--- config.mk ---
export PLATFORM = sky130hd
export DESIGN_NAME = adcscan_ctrl
export DESIGN_NICKNAME = d
export VERILOG_FILES = /design/src/rtl/adcscan_pkg.sv /design/src/rtl/adcscan_settle.sv /design/src/rtl/adcscan_seq.sv /design/src/rtl/adcscan_fifo.sv /design/src/rtl/adcscan_ctrl.sv
export SDC_FILE = /design/constraint.sdc
export NUM_CORES = 1
export LEC_CHECK = 0
export BUFFER_PORTS_ARGS = -buffer_cell sky130_fd_sc_hd__buf_4
export CAP_MARGIN = 20
export CORE_AREA = 5 5 184 133
export CTS_CLUSTER_DIAMETER = 80
export CTS_CLUSTER_SIZE = 8
export DETAILED_ROUTE_END_ITERATION = 12
export DIE_AREA = 0 0 189 138
export GPL_ROUTABILITY_DRIVEN = 0
export HOLD_SLACK_MARGIN = 0.06
export PLACE_DENSITY_LB_ADDON = 0.08
export SLEW_MARGIN = 10
export SYNTH_ARGS = -nofsm -noshare
export SYNTH_HDL_FRONTEND = slang
export SYNTH_HIERARCHICAL = 1
export SYNTH_SLANG_ARGS = --single-unit
export TNS_END_PERCENT = 5
--- constraint.sdc ---
create_clock -name clk -period 7.7 [get_ports clk]
set_clock_uncertainty 0.15 [all_clocks]
set_input_delay 0 -clock clk [delete_from_list [all_inputs] [get_ports clk]]
set_output_delay 0 -clock clk [all_outputs]
set_load 0.02 [all_outputs]
--- src/rtl/adcscan_pkg.sv ---
package adcscan_pkg;

    localparam int CHAN_W   = 5;
    localparam int SAMPLE_W = 16;

    localparam logic [3:0] OFS_DATA_LO = 4'd0;
    localparam logic [3:0] OFS_DATA_HI = 4'd1;
    localparam logic [3:0] OFS_CH_LO   = 4'd2;
    localparam logic [3:0] OFS_CH_HI   = 4'd3;
    localparam logic [3:0] OFS_FIFO    = 4'd7;
    localparam logic [3:0] OFS_CTRL    = 4'd8;
    localparam logic [3:0] OFS_INTCLK  = 4'd9;
    localparam logic [3:0] OFS_CFG     = 4'd11;

    typedef struct packed {
        logic [1:0] interval;
        logic       range10;
        logic       unipolar;
        logic [1:0] gain;
    } samp_cfg_t;

    typedef struct packed {
        logic conv_ie;
        logic dig_ie;
        logic tmr_ie;
        logic clk_en;
        logic clk_sel;
    } intclk_t;

    function automatic logic [CHAN_W-1:0] chan_next(input logic [CHAN_W-1:0] c);
        return c + 1'b1;
    endfunction

    function automatic logic [7:0] intclk_byte(input intclk_t ic);
        return {ic.conv_ie, ic.dig_ie, ic.tmr_ie, 3'b000, ic.clk_en, ic.clk_sel};
    endfunction

endpackage

--- src/rtl/adcscan_settle.sv ---
module adcscan_settle #(
    parameter int CYCLES = 1000
) (
    input  logic clk,
    input  logic rst,
    input  logic kick,
    output logic wait_o
);
    localparam int CNT_W = $clog2(CYCLES + 1);

    logic [CNT_W-1:0] cnt;

    always_ff @(posedge clk) begin
        if (rst)
            cnt <= '0;
        else if (kick)
            cnt <= CNT_W'(CYCLES);
        else if (cnt != '0)
            cnt <= cnt - 1'b1;
    end

    assign wait_o = (cnt != '0);
endmodule

--- src/rtl/adcscan_seq.sv ---
module adcscan_seq
    import adcscan_pkg::*;
#(
    parameter int CONV_CYCLES = 40
) (
    input  logic                clk,
    input  logic                rst,
    input  logic                start,
    input  logic                scan_en,
    input  logic [CHAN_W-1:0]   ch_lo,
    input  logic [CHAN_W-1:0]   ch_hi,
    input  logic [SAMPLE_W-1:0] adc_in,
    output logic                busy,
    output logic [CHAN_W-1:0]   chan,
    output logic                smp_valid,
    output logic [SAMPLE_W-1:0] smp_data,
    output logic                scan_done
);
    localparam int CW = $clog2(CONV_CYCLES + 1);
    localparam logic [CW-1:0] RELOAD = CW'(CONV_CYCLES - 1);

    logic [CW-1:0] cnt;
    logic          last;

    assign last      = !scan_en || (chan == ch_hi);
    assign smp_valid = busy && (cnt == '0);
    assign scan_done = smp_valid && last;
    assign smp_data  = {adc_in[SAMPLE_W-1:CHAN_W], adc_in[CHAN_W-1:0] ^ chan};

    always_ff @(posedge clk) begin
        if (rst) begin
            busy <= 1'b0;
            cnt  <= '0;
            chan <= '0;
        end else if (!busy) begin
            if (start) begin
                busy <= 1'b1;
                chan <= ch_lo;
                cnt  <= RELOAD;
            end
        end else if (cnt != '0) begin
            cnt <= cnt - 1'b1;
        end else if (last) begin
            busy <= 1'b0;
        end else begin
            chan <= chan_next(chan);
            cnt  <= RELOAD;
        end
    end
endmodule

--- src/rtl/adcscan_fifo.sv ---
module adcscan_fifo
    import adcscan_pkg::*;
#(
    parameter int DEPTH = 16
) (
    input  logic                clk,
    input  logic                rst,
    input  logic                flush,
    input  logic                push,
    input  logic [SAMPLE_W-1:0] din,
    input  logic                pop,
    output logic [SAMPLE_W-1:0] dout,
    output logic                empty,
    output logic                half,
    output logic                full,
    output logic                ovf
);
    localparam int AW    = $clog2(DEPTH);
    localparam int CNT_W = AW + 1;

    logic [SAMPLE_W-1:0] mem [DEPTH];
    logic [AW-1:0]       wp, rp;
    logic [CNT_W-1:0]    count;
    logic                push_ok, pop_ok;

    assign empty   = (count == '0);
    assign full    = (count == CNT_W'(DEPTH));
    assign half    = (count >= CNT_W'(DEPTH / 2));
    assign push_ok = push && !full;
    assign pop_ok  = pop && !empty;
    assign dout    = mem[rp];

    always_ff @(posedge clk) begin
        if (push_ok)
            mem[wp] <= din;
    end

    always_ff @(posedge clk) begin
        if (rst || flush) begin
            wp    <= '0;
            rp    <= '0;
            count <= '0;
            ovf   <= 1'b0;
        end else begin
            if (push_ok)
                wp <= (wp == AW'(DEPTH - 1)) ? '0 : wp + 1'b1;
            if (pop_ok)
                rp <= (rp == AW'(DEPTH - 1)) ? '0 : rp + 1'b1;
            if (push_ok && !pop_ok)
                count <= count + 1'b1;
            else if (pop_ok && !push_ok)
                count <= count - 1'b1;
            if (push && full)
                ovf <= 1'b1;
        end
    end
endmodule

--- src/rtl/adcscan_ctrl.sv ---
module adcscan_ctrl
    import adcscan_pkg::*;
#(
    parameter int FIFO_DEPTH    = 16,
    parameter int SETTLE_CYCLES = 1000,
    parameter int CONV_CYCLES   = 40
) (
    input  logic        clk,
    input  logic        rst,
    input  logic [3:0]  bus_addr,
    input  logic [7:0]  bus_wdata,
    input  logic        bus_wr,
    input  logic        bus_rd,
    output logic [7:0]  bus_rdata,
    input  logic [15:0] adc_in,
    output logic        irq
);
    logic                rst_all, fifo_flush, settle_kick, settle_wait, start;
    logic                wr_ctrl;
    logic [CHAN_W-1:0]   ch_lo, ch_hi, chan;
    samp_cfg_t           cfg;
    intclk_t             ic;
    logic                fifo_en, scan_en, irq_flag;
    logic [1:0]          page;
    logic                busy, smp_valid, scan_done;
    logic [SAMPLE_W-1:0] smp_data, latest, fifo_dout, rd_word;
    logic                empty, half, full, ovf, pop;

    assign wr_ctrl     = bus_wr && (bus_addr == OFS_CTRL);
    assign rst_all     = rst || (wr_ctrl && bus_wdata[5]);
    assign fifo_flush  = bus_wr && (bus_addr == OFS_FIFO) && bus_wdata[1];
    assign settle_kick = bus_wr && ((bus_addr == OFS_CH_LO) || (bus_addr == OFS_CH_HI)
                                    || (bus_addr == OFS_CFG));
    assign start       = bus_wr && (bus_addr == OFS_DATA_LO) && !settle_wait;
    assign pop         = bus_rd && (bus_addr == OFS_DATA_HI) && fifo_en;

    always_ff @(posedge clk) begin
        if (rst_all) begin
            ch_lo    <= '0;
            ch_hi    <= '0;
            cfg      <= '0;
            ic       <= '0;
            fifo_en  <= 1'b0;
            scan_en  <= 1'b0;
            page     <= '0;
            irq_flag <= 1'b0;
            latest   <= '0;
        end else begin
            if (bus_wr) begin
                case (bus_addr)
                    OFS_CH_LO:  ch_lo <= bus_wdata[CHAN_W-1:0];
                    OFS_CH_HI:  ch_hi <= bus_wdata[CHAN_W-1:0];
                    OFS_CFG:    cfg   <= samp_cfg_t'(bus_wdata[5:0]);
                    OFS_INTCLK: ic    <= '{conv_ie: bus_wdata[7], dig_ie: bus_wdata[6],
                                           tmr_ie: bus_wdata[5], clk_en: bus_wdata[1],
                                           clk_sel: bus_wdata[0]};
                    OFS_FIFO: begin
                        fifo_en <= bus_wdata[3];
                        scan_en <= bus_wdata[2];
                    end
                    OFS_CTRL:   page  <= bus_wdata[1:0];
                    default: ;
                endcase
            end
            if (smp_valid)
                latest <= smp_data;
            if (scan_done)
                irq_flag <= 1'b1;
            else if (wr_ctrl && bus_wdata[3])
                irq_flag <= 1'b0;
        end
    end

    adcscan_settle #(.CYCLES(SETTLE_CYCLES)) i_settle (
        .clk    (clk),
        .rst    (rst_all),
        .kick   (settle_kick),
        .wait_o (settle_wait)
    );

    adcscan_seq #(.CONV_CYCLES(CONV_CYCLES)) i_seq (
        .clk       (clk),
        .rst       (rst_all),
        .start     (start),
        .scan_en   (scan_en),
        .ch_lo     (ch_lo),
        .ch_hi     (ch_hi),
        .adc_in    (adc_in),
        .busy      (busy),
        .chan      (chan),
        .smp_valid (smp_valid),
        .smp_data  (smp_data),
        .scan_done (scan_done)
    );

    adcscan_fifo #(.DEPTH(FIFO_DEPTH)) i_fifo (
        .clk   (clk),
        .rst   (rst_all),
        .flush (fifo_flush),
        .push  (smp_valid && fifo_en),
        .din   (smp_data),
        .pop   (pop),
        .dout  (fifo_dout),
        .empty (empty),
        .half  (half),
        .full  (full),
        .ovf   (ovf)
    );

    assign rd_word = fifo_en ? fifo_dout : latest;
    assign irq     = irq_flag && ic.conv_ie;

    always_comb begin
        bus_rdata = 8'h00;
        case (bus_addr)
            OFS_DATA_LO: bus_rdata = rd_word[7:0];
            OFS_DATA_HI: bus_rdata = rd_word[15:8];
            OFS_CH_LO:   bus_rdata = {3'b000, ch_lo};
            OFS_CH_HI:   bus_rdata = {3'b000, ch_hi};
            OFS_FIFO:    bus_rdata = {empty, half, full, ovf, fifo_en, scan_en, page};
            OFS_CTRL:    bus_rdata = {busy, 2'b00, chan};
            OFS_INTCLK:  bus_rdata = intclk_byte(ic);
            OFS_CFG:     bus_rdata = {settle_wait, 1'b0, cfg};
            default:     bus_rdata = 8'h00;
        endcase
    end
endmodule

## Word level (Yosys, flattened, before mapping)

Memories as Yosys holds them, arrays and structs flattened. A register that Yosys moved wholly into a read port is not among the register bits.
Cells that the tools add are included.

| operators by class | value |
|---|---|
| add/subtract/negate cells | 7 |
| order comparisons | 1 |
| eq/ne operators | 14 |
| muxes and demuxes | 26 |
| bitwise operators | 1 |
| reductions and logical operators | 48 |

Operators with widths:

| cell | count |
|---|---|
| case mux 8 bit (8 select lines) | 1 |
| two-way mux 5 bit | 6 |
| two-way mux 6 bit | 4 |
| equality test 4 bit, second input constant | 5 |
| two-way mux 10 bit | 2 |
| logical AND 1 bit | 19 |
| two-way mux 16 bit | 1 |
| two-way mux 4 bit | 4 |
| AND reduction 2 bit | 7 |
| adder 5 x 1 -> 5 bit, second input constant | 2 |
| nonzero test 10 bit | 1 |
| subtractor 10 x 1 -> 10 bit, second input constant | 1 |
| adder 4 x 1 -> 4 bit, second input constant | 2 |
| equality test 4 x 2 -> 1 bit, second input constant | 2 |
| two-way mux 1 bit | 8 |
| nonzero test 2 bit | 4 |
| logical NOT 1 bit | 6 |
| logical NOT 6 bit | 1 |
| nonzero test 6 bit | 1 |
| subtractor 6 x 1 -> 6 bit, second input constant | 1 |
| equality test 5 bit | 1 |
| equality test 5 bit, second input constant | 1 |
| greater-or-equal comparator 5 x 4 -> 1 bit, second input constant | 1 |
| logical NOT 5 bit | 1 |
| 10 further kinds | 15 |

| word-level totals | value |
|---|---|
| bits in registers | 78 |
| memory bits (writable) | 256 |
| input bits | 32 |
| output and inout bits | 9 |
| logic and storage cells | 123 |
| memories kept | 1 |

Memory list:

| name | depth | width | rd ports | clocked after memory_dff | write ports | RTL line | RTL |
|---|---|---|---|---|---|---|---|
| i_fifo.mem | 16 | 16 | 1 | 1 | 1 | adcscan_fifo.sv:21 | `logic [SAMPLE_W-1:0] mem [DEPTH];` |

## Depth between registers and ports, before layout

Gate-level depths: netlist (run 1).

| logic depth | value |
|---|---|
| depth after elaboration | 8 |
| gate-level depth with buffers | 16 |
| depth with buffers taken out | 13 |

## Hierarchy

Netlist (run 1), hierarchy kept.

Modules (own cells, without submodules):

| module | instances | cells an instance | area an instance (µm²) | seq. area each (µm²) |
|---|---|---|---|---|
| adcscan_fifo | 1 | 518 | 10568.9 | 8047.7 |
| adcscan_ctrl | 1 | 277 | 2403.6 | 840.8 |
| adcscan_seq | 1 | 105 | 870.8 | 240.2 |
| adcscan_settle | 1 | 57 | 520.5 | 200.2 |

## Worst setup path after synthesis (run 1)

OpenSTA, ideal clock, no wires.

| timing path | value |
|---|---|
| kind | reg2reg |
| start point | register i_seq.cnt[2] |
| end point | memory i_fifo.mem[7][0], enable pin |
| library setup time | 413 ps |
| arrival | 3110 ps |
| data required time | 7137 ps |
| slack | 4028 ps |
| cell stages (with the launch flop) | 9 |
| buffers on the path | 3 |
| clock period less this slack | 3672 ps |
| cells stage by stage | dfxtp_1 > or3_4 > nor2_1 > buf_2 > buf_2 > and2_1 > o21a_1 > buf_6 > nor3b_1 |

| on the way | value |
|---|---|
| cells in the longest elaborated chain, start to end | 6 |

RTL lines:

| element | RTL line | RTL |
|---|---|---|
| from (decl) | adcscan_seq.sv:22 | `logic [CW-1:0] cnt;` |
| from (signal assigned) | adcscan_seq.sv:42 | `cnt <= cnt - 1'b1;` |
| logical NOT 6 bit | adcscan_seq.sv:26 | `assign smp_valid = busy && (cnt == '0);` |
| logical AND 1 bit | adcscan_seq.sv:26 |  |
| net smp_valid | adcscan_ctrl.sv:25 | `logic busy, smp_valid, scan_done;` |
| logical AND 1 bit | adcscan_ctrl.sv:100 | `.push (smp_valid && fifo_en),` |
| logical AND 1 bit | adcscan_fifo.sv:29 | `assign push_ok = push && !full;` |
| net i_fifo.push_ok | adcscan_fifo.sv:24 | `logic push_ok, pop_ok;` |
| two-way mux 1 bit | adcscan_fifo.sv:34 | `if (push_ok)` |
| two-way mux 1 bit (implied by the code) | adcscan_fifo.sv:35 | `mem[wp] <= din;` |
| to (decl) | adcscan_fifo.sv:21 |  |

The timed path passes the listed nets, and every way through them passes these cells.

==> key figures, run 1 <==
Timing
  – Final worst-path cycle share: between 50 and 60%
  – Min Tclk post-route: a little over 4 ns
  – WHS: roughly 0.14 ns
  – Final setup fails: 0
  – Max_slew headroom: between 30% and 40%
  – Setup TNS: 0 ns
  – Final hold viol count: 0
  – RSZ-0062 raised after global routing: no
  – Max Clock Freq: ~0.25 GHz
  – Max Slew Vio Count: 0
  – Worst slew pin tran: approximately 0.96 ns

Placed design
  – Detailed Place HPWL: between 20,000 and 25,000 um
  – Dpl cell area: 0.0149 mm2
  – Port Buffers: 40

Die
  – Initial Util: 64.2%
  – # rows: 46
  – Die ar.: roughly 0.026 mm2
  – Core area: ~0.022 mm2
  – Io pins: approximately 40
  – Width of the die: 189 um
  – Die Ht: about 140 um

Power
  – Peak supply drop: ~0.26 mV
  – Sw Ratio: between 20% and 30%
  – Net Sw Power: approximately 950 uW
  – Clock power frac: between 40% and 50%
  – Flop pwr share: 48.3%
  – Gate power share: roughly 6.6%
  – Cell Pwr Density: 251 mW/mm2
  – P_int: around 3200 uW
  – Leakage Power: ~0.0056 uW

Hold path
  – Hold depth: 4
  – Min-Delay Path Class: input pin to flip-flop

Route
  – Drt first pass iters: 6
  – WL final: ~35,000 um
  – Vias: roughly 9,000
  – Routed Antenna Nets: 0
  – WL met3: 3810 um
  – DR vias/cell: between 6 and 7
  – Uppermost layer routed: met4
  – Drt drc: 0
  – Met2 Routed Length: 15,600 um
  – WL per Instance: approximately 25 um
  – DRT iter0 DRCs: between 1,000 and 1,500
  – M1 WL: 14,500 um

Logic synthesis
  – Register area share after synthesis: between 60% and 70%
  – Post-Synthesis Cells: roughly 960
  – Synthesized area: between 0.01 and 0.015 mm2
  – Most area-consuming cells after synthesis: edfxtp_1 (54%), dfxtp_1 (11%), mux4_2 (10%)
  – Post-synth top flop: edfxtp_1
  – Syn_area_per_cell: about 15 um2
  – Post-synth top area cell: edfxtp_1
  – Count of flip-flops with a built-in enable after synthesis: about 260
  – Commonest cells post-synth: edfxtp_1 (256), dfxtp_1 (82), mux4_2 (64), nor2_1 (62), a21oi_1 (43)
  – Synth top area share: a little over half
  – Yosys warnings: 6
  – Post-Syn Nets: between 1,000 and 1,500
  – Yosys reg bits: ~340
  – Ys async rst share: 0%
  – Synth cell types: 76
  – Count leader, synth: edfxtp_1

Final layout
  – Share of cells above drive strength 1: 21.2%
  – Register area: 0.00933 mm2
  – Area occupied by multi-input gates: roughly 0.0046 mm2
  – Fill count: between 1,000 and 1,500
  – # nets final: between 1,000 and 1,500
  – Syn-to-layout area delta: 16.3%
  – Finished Cell Area: 0.0167 mm2

Clocking
  – Clk slew on worst S/H paths: 0.05 ns
  – CTS tree: yes
  – Root Buffer: clkbuf_16
  – Htree depth: 2
  – Clock sinks: 338
  – Clk_lat worst skew: ~0.54 ns
  – CTS Buffer Depth: 3
  – Total CTS buffers: 48

Critical path
  – Reg2reg path depth: 12
  – Crit-path leading delay family: buffers and inverters
  – WP data required: around 7.6 ns
  – Worst setup SP type: flip-flop
  – CP arrival: just under 4 ns
  – Worst path max stage delay: 0.71 ns
  – Crit path buf inv count: 2
  – Crit path depth: 8
  – Crit path top cell by count: buf_4
  – Worst Setup End Kind: output pin
  – Kind of critical path: flip-flop to output pin
  – CP Cell Sequence: buf_4 -> mux4_2 -> a22oi_1 -> nand2_1 -> mux2_2 -> o211ai_1 -> nand4_1 -> buf_4
  – Slowest CP cell: buf_4
  – CP Max Fanout: 37

Global route
  – Largest net degree at the start of global routing: 70
  – Vias in the first global route: 8,978
  – Initial antenna violation count: 1
  – Global-route wire length before repair: roughly 54,000 um
  – Total congestion overflow: 0
  – Total GRT Usage: 26.7%

Flow run
  – Max Cap Viol: 0

Outcome
  – Status: completed
-- flip-flops by register name, indices dropped and copies added (netlist names), 4 cells and up, named ones only --
| signal | cells |
|---|---|
| ch_hi | 5 |
| i_fifo/mem | 256 |
| i_fifo/wp | 4 |
| i_seq/cnt | 6 |
| ch_lo | 5 |
| i_fifo/rp | 4 |
| cfg | 6 |
| ic | 5 |
| i_seq/chan | 5 |
| latest | 16 |
| i_settle/cnt | 10 |
| i_fifo/count | 5 |
-- power by group through the flow --
stage	Sequential [uW]	Clock, uW	Combinational [uW]
after CTS	2020	1920	267
after floorplan	2050	0	185
after detailed placement	2060	0	250
after global placement	2050	0	233
after global routing	2020	2010	297
final	2020	1890	275
-- routing by layer --
layer | up-vias | global-route usage, %
met2 | 531 | 39.5
li1 | 3918 | -
met3 | 88 | 5.99
met1 | 4481 | 40.6
met5 | - | 0
met4 | 0 | 7.40
-- logic make-up after synthesis --
| kind of cell | synth area share, % |
|---|---|
| AOI/OAI and AO/OA | 7.83 |
| muxes | 13.5 |
| and+or+nand+nor | 8.39 |
| buffers and inverters | 3.19 |
| DFF | 64.9 |
| adders and majority gates | 1.27 |
| xor gates and xnor gates | 0.915 |
-- metrics by stage --
step / std cells / utilization [%] / setup WS, ns / total power [uW]
floorplan: 957 / - / 4.03 / 2230
global placement: 1245 / 66.5 / 4.11 / 2280
detailed placement: 1246 / 66.5 / 4.02 / 2310
CTS: 1365 / 74.6 / 3.57 / 4210
global route: 1367 / 74.6 / 3.26 / 4330
finish: 1367 / 74.6 / 3.65 / 4190
-- final timing paths --
path	start	endpoint	slack, ns
worst min-delay path	rst	ic[0]$_SDFFE_PP0P_	0.14
worst min register to register	cfg[0]$_SDFFE_PP0P_	cfg[0]$_SDFFE_PP0P_	0.34
worst max-delay path	flip-flop	bus_rdata[0]	3.65
worst max register to register	i_seq/busy$_SDFF_PP0_	i_fifo/count[4]$_SDFFE_PP0P_	3.90
-- repair_timing --
item                      CTS  global route
gates resized for setup     0             0
hold buffers               44             0
hold endpoints to repair  321             0
buffers inserted            0             0
-- tightest hold or removal path, delay by kind of cell --
family,cells,cell delay [ns]
buffers and inverters,2,0.67
AOI/OAI and AO/OA,2,0.11
-- placed cells by master, fill, tap and decap left out, types with 3 or more instances in the layout --
cell type / instances
nor2b_1: 8
o32ai_1: 4
or2_2: 3
clkbuf_1: 23
nor3_2: 6
buf_4: 69
or4_1: 4
dfxtp_1: 80
o21ai_0: 31
nor3_1: 8
nor2_1: 61
nand3b_1: 6
nand4b_1: 3
a211oi_1: 4
o211ai_1: 9
and2_1: 4
mux2_2: 12
nand3_1: 31
or3_1: 4
inv_1: 19
o2111ai_1: 3
ha_1: 13
mux4_2: 64
nand2_1: 41
mux2i_1: 33
o31ai_1: 3
a311oi_1: 5
a22oi_1: 36
nand2b_1: 17
xor2_1: 14
edfxtp_1: 256
a31oi_1: 7
dlygate4sd3_1: 44
a21oi_1: 43
nand4_1: 8
clkbuf_16: 48
-- final cells by class --
cell class / count / share of cell area, %
timing repair buffer: 114 / 5.77
clock buffer: 71 / 7.71
multi-input combinational: 532 / 27.6
clock inverter: 4 / 0.509
tap: 288 / 2.16
inverter: 19 / 0.427
antenna: 1 / 0.0150
sequential: 338 / 55.9
No activity file was read; power rests on OpenSTA's default activity.
==> run 2: changes to the inputs <==
--- a/config.mk
+++ b/config.mk
@@ -5,13 +5,14 @@
 export SDC_FILE = /design/constraint.sdc
 export NUM_CORES = 1
 export LEC_CHECK = 0
+export ABC_AREA = 1
 export BUFFER_PORTS_ARGS = -buffer_cell sky130_fd_sc_hd__buf_4
 export CAP_MARGIN = 20
-export CORE_AREA = 5 5 184 133
+export CORE_AREA = 5 5 204 147
 export CTS_CLUSTER_DIAMETER = 80
 export CTS_CLUSTER_SIZE = 8
 export DETAILED_ROUTE_END_ITERATION = 12
-export DIE_AREA = 0 0 189 138
+export DIE_AREA = 0 0 209 152
 export GPL_ROUTABILITY_DRIVEN = 0
 export HOLD_SLACK_MARGIN = 0.06
 export PLACE_DENSITY_LB_ADDON = 0.08
==> constraint.sdc (replaced) <==
create_clock -name clk -period 3.63 [get_ports clk]
set_clock_uncertainty 0.15 [all_clocks]
set_input_delay 0 -clock clk [delete_from_list [all_inputs] [get_ports clk]]
set_output_delay 0 -clock clk [all_outputs]
set_load 0.02 [all_outputs]
==> key figures, run 2 <==
Clocking
  – CTS tree: yes
  – Htree depth: 2 (unchanged)
  – Clk slew on worst S/H paths: 0.05 ns (about the same)
  – Clock sinks: 338 (unchanged)
  – Root Buffer: clkbuf_16
  – Post-cts sizing count: 0 (unchanged)
  – Clk_lat worst skew: 0.55 ns (about the same)
  – Total CTS buffers: 48 (unchanged)
  – CTS Buffer Depth: 3 (unchanged)

Global route
  – Vias in the first global route: 10,949 (+22%)
  – Largest net degree at the start of global routing: 74 (+5.7%)
  – Initial antenna violation count: 0 (-1)
  – Total GRT Usage: 24.2% (-2.5 points)
  – Global-route wire length before repair: 61,400 um (+14%)
  – Total congestion overflow: 0 (unchanged)

Timing
  – Setup TNS: 0 ns (unchanged)
  – Final worst-path cycle share: between 80% and 90%
  – Final hold viol count: 0 (unchanged)
  – Max Clock Freq: roughly 0.33 GHz
  – RSZ-0062 raised after global routing: no
  – Final setup fails: 0 (unchanged)
  – WHS: 0.194 ns (+0.0589 ns)
  – Worst slew pin tran: 0.970 ns (+0.0101 ns)
  – Max_slew headroom: 35.3% (-0.73 points)
  – Max Slew Vio Count: 0 (unchanged)
  – Min Tclk post-route: 3.06 ns

Critical path
  – Worst reg2reg path startpoint: i_seq/cnt[0]$_SDFFE_PP0P_
  – Crit-path leading delay family: adder cells
  – Worst setup SP type: flip-flop
  – Crit path buf inv count: 5 (+3)
  – Crit path depth: 17 (+9)
  – Reg2reg path depth: 17 (+5)
  – Worst path max stage delay: 0.36 ns (-0.35 ns)
  – CP Cell Sequence: inv_1 -> ha_1 -> nand4_2 -> nor2_4 -> nand2_1 -> inv_1 -> nand2_1 -> inv_2 -> ha_1 -> inv_1 -> ha_1 -> a21oi_1 -> nand2_1 -> nand2_1 -> nand2_1 -> o21ai_0 -> inv_1
  – End of the critical path: i_fifo/count[3]$_SDFFE_PP0P_
  – Worst Setup End Kind: flip-flop
  – CP arrival: 3.35 ns (-0.55 ns)
  – Register-to-register setup slack: 0.57 ns (-3.33 ns)
  – Kind of critical path: flip-flop to flip-flop
  – Crit path top cell by count: nand2_1
  – Reg-to-reg endpoint: i_fifo/count[3]$_SDFFE_PP0P_
  – WP data required: 3.92 ns (-3.63 ns)
  – Slowest CP cell: ha_1
  – Worst Setup SP: i_seq/cnt[0]$_SDFFE_PP0P_
  – CP Max Fanout: 8 (-78%)

Die
  – Initial Util: 54.2% (-9.9 points)
  – Die ar.: 0.0318 mm2 (+22%)
  – Die Ht: 152 um (+10%)
  – # rows: 52 (+13%)
  – Io pins: 41 (unchanged)
  – Width of the die: 209 um (+11%)
  – Core area: 0.0281 mm2 (+26%)

Route
  – Routed Antenna Nets: 0 (unchanged)
  – WL per Instance: 17.7 um (-31%)
  – Drt drc: 0 (unchanged)
  – Vias: 11,664 (+29%)
  – WL final: 38,700 um (+11%)
  – Drt first pass iters: 5 (-1)
  – DR vias/cell: 5.34 (-19%)
  – DRT iter0 DRCs: 1,007 (-6.9%)

Hold path
  – Min-Delay Path Class: input pin to flip-flop

Final layout
  – Finished Cell Area: 0.0178 mm2 (+6.8%)
  – Fill count: 2,318 (+77%)
  – Syn-to-layout area delta: 17.1%
  – Register area: 0.00933 mm2 (unchanged)
  – Share of cells above drive strength 1: 10.0% (-11 points)
  – Most frequent cells in the layout: nand2_1 (656), edfxtp_1 (256), nand3_1 (179), inv_1 (128), nor2_1 (106)
  – Biggest register: i_fifo/mem
  – Commonest non-fill, non-tap cell in the layout: nand2_1
  – Number of flip-flops under the largest register name: 256 (unchanged)
  – # nets final: 1,839 (+67%)
  – Post-layout util: 63.5% (-11 points)
  – # diodes: 0 (-1)
  – Area occupied by multi-input gates: 0.00504 mm2 (+9.4%)
  – Largest registers: i_fifo/mem: 256 flops, latest: 16 flops, i_settle/cnt: 10 flops

Logic synthesis
  – Post-Synthesis Cells: 1,693 (+77%)
  – Commonest cells post-synth: nand2_1 (657), edfxtp_1 (256), nand3_1 (179), inv_1 (128), nor2_1 (122)
  – Synth cell types: 34 (-55%)
  – Syn_area_per_cell: 9.00 um2 (-40%)
  – Post-Syn Nets: 1,739 (+73%)
  – Synth top area share: 50.5% (-3.1 points)
  – Synthesized area: 0.0152 mm2 (+6.1%)
  – Ys async rst share: 0% (unchanged)
  – Post-synth top flop: edfxtp_1
  – Yosys warnings: 6 (unchanged)
  – Post-synth top area cell: edfxtp_1
  – Count of flip-flops with a built-in enable after synthesis: 256 (unchanged)
  – Most area-consuming cells after synthesis: edfxtp_1 (50%), nand2_1 (16%), dfxtp_1 (11%)
  – Count leader, synth: nand2_1
  – Register area share after synthesis: 61.2% (-3.7 points)
  – Yosys reg bits: 338 (unchanged)

Power
  – Leakage Power: 0.00736 uW (+32%)
  – Peak supply drop: 0.588 mV (+130%)
  – Cell Pwr Density: 493 mW/mm2 (+96%)

Placed design
  – Detailed Place HPWL: 24,600 um (+15%)
  – Dpl cell area: 0.0160 mm2 (+7.5%)
  – Port Buffers: 40 (unchanged)

Flow run
  – Max Cap Viol: 0 (unchanged)

Outcome
  – Status: completed
-- run 2: cell count changes in the layout (fill, tap and decap cells not counted), moves of 17 or more --
| cell | before | now |
|---|---|---|
| mux2i_1 | 33 | 0 |
| nand2b_1 | 17 | 0 |
| a21oi_1 | 43 | 65 |
| nand2_1 | 41 | 656 |
| nand3_1 | 31 | 179 |
| inv_1 | 19 | 128 |
| a22oi_1 | 36 | 0 |
| nor2_2 | 1 | 20 |
| nor2_1 | 61 | 106 |
| mux4_2 | 64 | 0 |
-- run 2: worst min-delay path, cell delays in order --
cell and delay [ns]:
dlygate4sd3_1 0.53, buf_4 0.16, nand3_1 0.08, a21oi_1 0.06
-- run 2: power breakdown --
part	total, uW	switching [uW]	internal, uW
Sequential	4280	52.7	4220
Clock	3940	1570	2380
Combinational	577	372	206
Total	8800	1990	6810
-- run 2: cells by family (layout without fill, tap and decap cells) --
logic type | after synthesis | count (layout) | share of synthesized area [%]
AO/OA/AOI/OAI | 111 | 111 | 3.78
XOR/XNOR | 17 | 17 | 0.977
adder cells (fa/ha/maj) | 14 | 14 | 1.20
buffers and inverters | 222 | 336 | 6.18
flip-flops | 338 | 338 | 61.2
AND/OR/NAND/NOR | 991 | 991 | 26.6
-- run 2: worst min-delay path by stage --
stage	endpoint	cells past startpoint	slack (ns)	from
3_5_place_dp	ic[4]$_SDFFE_PP0P_	3	0.15	bus_wdata[7]
2_1_floorplan	ch_hi[0]$_SDFFE_PP0P_	2	-0.002	bus_wdata[0]
4_1_cts	cfg[2]$_SDFFE_PP0P_	4	0.15	bus_wdata[2]
3_3_place_gp	ic[4]$_SDFFE_PP0P_	3	0.14	bus_wdata[7]
6_report	cfg[5]$_SDFFE_PP0P_	4	0.19	bus_wdata[5]
5_1_grt	i_fifo/mem[9][11]$_DFFE_PP_	2	0.19	adc_in[11]
-- run 2: what timing repair did --
action	CTS	global route
setup buffers	0	0
hold buffers	55	0
endpoints found under the setup margin	0	0
hold endpoints to repair	327	0
-- run 2: cell type report --
type	count	area share (%)
Timing Repair Buffer	135	6.66
Clock inverter	4	0.301
Tap cell	378	2.65
Inverter	137	2.89
Sequential cell	338	52.3
Clock buffer	60	6.98
Multi-Input combinational cell	1133	28.2
-- run 2: through the flow --
stage / power (uW) / cells / worst slack, ns
after floorplan: 4740 / 1693 / 0.564
after global placement: 4870 / 2066 / 0.720
after detailed placement: 4880 / 2066 / 0.650
after CTS: 8860 / 2185 / 0.550
after global routing: 9110 / 2185 / 0.262
final: 8800 / 2185 / 0.570
-- run 2: routing by layer --
metal  up-vias  wire length, um  track usage [%]  part of all wire (%)
li1       5702                -                -                     -
met1      5475            18400             38.1                    48
met2       434            16400             35.0                    42
met3        53             3280             4.39                   8.5
met4         0              654             5.65                   1.7
met5         -                0                0                     0
==> run 3: changes to the inputs <==
--- a/config.mk
+++ b/config.mk
@@ -8,11 +8,11 @@
 export ABC_AREA = 1
 export BUFFER_PORTS_ARGS = -buffer_cell sky130_fd_sc_hd__buf_4
 export CAP_MARGIN = 20
-export CORE_AREA = 5 5 204 147
+export CORE_AREA = 5 5 194 140
 export CTS_CLUSTER_DIAMETER = 80
 export CTS_CLUSTER_SIZE = 8
 export DETAILED_ROUTE_END_ITERATION = 12
-export DIE_AREA = 0 0 209 152
+export DIE_AREA = 0 0 199 145
 export GPL_ROUTABILITY_DRIVEN = 0
 export HOLD_SLACK_MARGIN = 0.06
 export PLACE_DENSITY_LB_ADDON = 0.08
==> constraint.sdc (replaced) <==
create_clock -name clk -period 3 [get_ports clk]
set_clock_uncertainty 0.15 [all_clocks]
set_input_delay 0 -clock clk [delete_from_list [all_inputs] [get_ports clk]]
set_output_delay 0 -clock clk [all_outputs]
set_load 0.02 [all_outputs]
==> key figures, run 3 (synthesis results as in run 2) <==
Global route
  – Total congestion overflow: 0 (unchanged)
  – Initial antenna violation count: 0 (unchanged)
  – Global-route wire length before repair: 61,400 um (about the same)
  – Vias in the first global route: 11,272 (+3.0%)
  – Largest net degree at the start of global routing: 85 (+15%)
  – Total GRT Usage: 27.1% (+2.9 points)

Timing
  – Setup TNS: 0 ns (unchanged)
  – Worst slew pin tran: 0.828 ns (-0.142 ns)
  – Min Tclk post-route: between 2 and 3 ns
  – Final setup fails: 0 (unchanged)
  – RSZ-0062 raised after global routing: no
  – WHS: 0.179 ns (-0.0152 ns)
  – Setup ws final: 0.188 ns (-0.381 ns)
  – Final worst-path cycle share: a little over nine tenths
  – Max Slew Vio Count: 0 (unchanged)
  – Final hold viol count: 0 (unchanged)
  – Max Clock Freq: 0.356 GHz
  – Max_slew headroom: 44.6% (+9.3 points)

Final layout
  – Register area: 0.00933 mm2 (unchanged)
  – Area occupied by multi-input gates: 0.00502 mm2 (-0.40%)
  – Biggest register: i_fifo/mem
  – Commonest non-fill, non-tap cell in the layout: nand2_1
  – Share of cells above drive strength 1: 10.8% (+0.78 points)
  – Number of flip-flops under the largest register name: 256 (unchanged)
  – Largest registers: i_fifo/mem: 256 flops, latest: 16 flops, i_settle/cnt: 10 flops
  – Fin cells: 2,174 (-0.50%)
  – Fill count: 1,872 (-19%)
  – # diodes: 0 (unchanged)
  – Finished Cell Area: 0.0180 mm2 (+0.85%)
  – # nets final: 1,853 (+0.76%)
  – Syn-to-layout area delta: 18.1%
  – Most frequent cells in the layout: nand2_1 (654), edfxtp_1 (256), nand3_1 (179), inv_1 (128), nor2_1 (105)

Route
  – WL final: 39,300 um (+1.5%)
  – WL met3: 3490 um (+6.4%)
  – WL per Instance: 18.1 um (+2.0%)
  – DRT iter0 DRCs: 1,230 (+22%)
  – Drt first pass iters: 6 (+1)
  – M1 WL: 17,500 um (-4.7%)
  – DR vias/cell: 5.47 (+2.5%)
  – Drt drc: 0 (unchanged)
  – Uppermost layer routed: met4
  – Met2 Routed Length: 17,100 um (+4.4%)
  – Vias: 11,895 (+2.0%)
  – Routed Antenna Nets: 0 (unchanged)

Die
  – Die ar.: 0.0289 mm2 (-9.2%)
  – Io pins: 41 (unchanged)
  – Die Ht: 145 um (-4.6%)
  – Width of the die: 199 um (-4.8%)
  – Initial Util: 60.6% (+6.4 points)
  – # rows: 49 (-5.8%)
  – Core area: 0.0251 mm2 (-11%)

Clocking
  – Clk slew on worst S/H paths: 0.05 ns (about the same)
  – Root Buffer: clkbuf_16
  – Clk_lat worst skew: 0.55 ns (about the same)
  – Htree depth: 2 (unchanged)
  – CTS tree: yes
  – Clock sinks: 338 (unchanged)
  – CTS Buffer Depth: 3 (unchanged)
  – Total CTS buffers: 48 (unchanged)

Placed design
  – Port Buffers: 40 (unchanged)
  – Placed Cells: 2,031 (-1.7%)
  – Detailed Place HPWL: 23,100 um (-6.0%)
  – Setup WS pre-CTS: 0.0770 ns (-0.573 ns)
  – Dpl cell area: 0.0160 mm2 (+0.16%)

Power
  – Leakage Power: 0.00750 uW (+1.9%)
  – Peak supply drop: 0.640 mV (+8.8%)
  – Cell Pwr Density: 601 mW/mm2 (+22%)

Flow run
  – Max Cap Viol: 0 (unchanged)

Critical path
  – Worst Setup End Kind: output pin
  – Worst setup SP type: flip-flop
  – WP data required: 2.85 ns (-1.07 ns)
  – CP arrival: 2.66 ns (-0.69 ns)
  – CP Max Fanout: 49 (+41)
  – Kind of critical path: flip-flop to output pin

Outcome
  – Status: completed

Hold path
  – Min-Delay Path Class: input pin to flip-flop
[run 3: cell types whose count changed in the layout (fill, tap and decap cells not counted), moves of 2 or more]
cell	previous run	this run
buf_12	3	5
dlygate4sd3_1	55	50
nand2_2	5	7
xor2_1	9	13
clkbuf_1	12	34
xor2_2	4	0
nand2_1	656	654
buf_4	77	90
buf_6	0	2
[run 3: timing repair]
item / 4_1_cts / 5_1_grt
hold endpoints to repair: 318 / 0
setup endpoints to repair: 0 / 11
hold buffers: 51 / 0
resized for setup: 0 / 7
buffers inserted: 0 / 6
[run 3: area by class of cell]
| cell class | count | share of cell area [%] |
|---|---|---|
| well taps | 331 | 2.30 |
| inverters | 137 | 2.86 |
| repair buffers | 149 | 7.44 |
| flip-flops and latches | 338 | 51.9 |
| clock inverters | 3 | 0.146 |
| clock buffers | 83 | 7.52 |
| multi-input cells | 1133 | 27.9 |
[run 3: power breakdown]
group / switching (uW) / total [uW] / internal [uW]
Combinational: 445 / 698 / 253
Sequential: 62.1 / 5170 / 5110
Clock: 1920 / 4950 / 3030
[run 3: stage by stage]
step / utilization [%] / power, uW
3_5_place_dp: 63.8 / 5910
5_1_grt: 71.6 / 11200
3_3_place_gp: 63.8 / 5890
6_report: 71.6 / 10800
4_1_cts: 71.3 / 10900
2_1_floorplan: - / 5740
[run 3: per-layer routing]
metal,up-vias,GRT usage (%)
met4,0,9.02
met1,5564,41.1
met5,-,0
met2,502,40.0
met3,89,5.01
li1,5740,-
[run 3: critical path: stages, from the launching register on]
cell	delay, ns
dfxtp_2	0.33
buf_4	0.54
nand3_1	0.19
nand3_1	0.13
nand3_1	0.17
nand2_1	0.14
nand2_1	0.06
nand2_1	0.07
nand2_1	0.05
nand2_1	0.16
inv_1	0.06
nand2_1	0.07
buf_4	0.14
[run 3: worst paths after layout]
kind,startpoint,end,slack [ns],depth (start not counted)
setup reg to reg,i_seq/cnt[0]$_SDFFE_PP0P_,i_fifo/count[3]$_SDFFE_PP0P_,0.23,17
setup / recovery,flip-flop,bus_rdata[7],0.19,12
hold / removal,bus_wdata[3],ch_lo[3]$_SDFFE_PP0P_,0.18,4
hold reg to reg,i_settle/cnt[0]$_SDFFE_PP0P_,i_settle/cnt[0]$_SDFFE_PP0P_,0.30,1
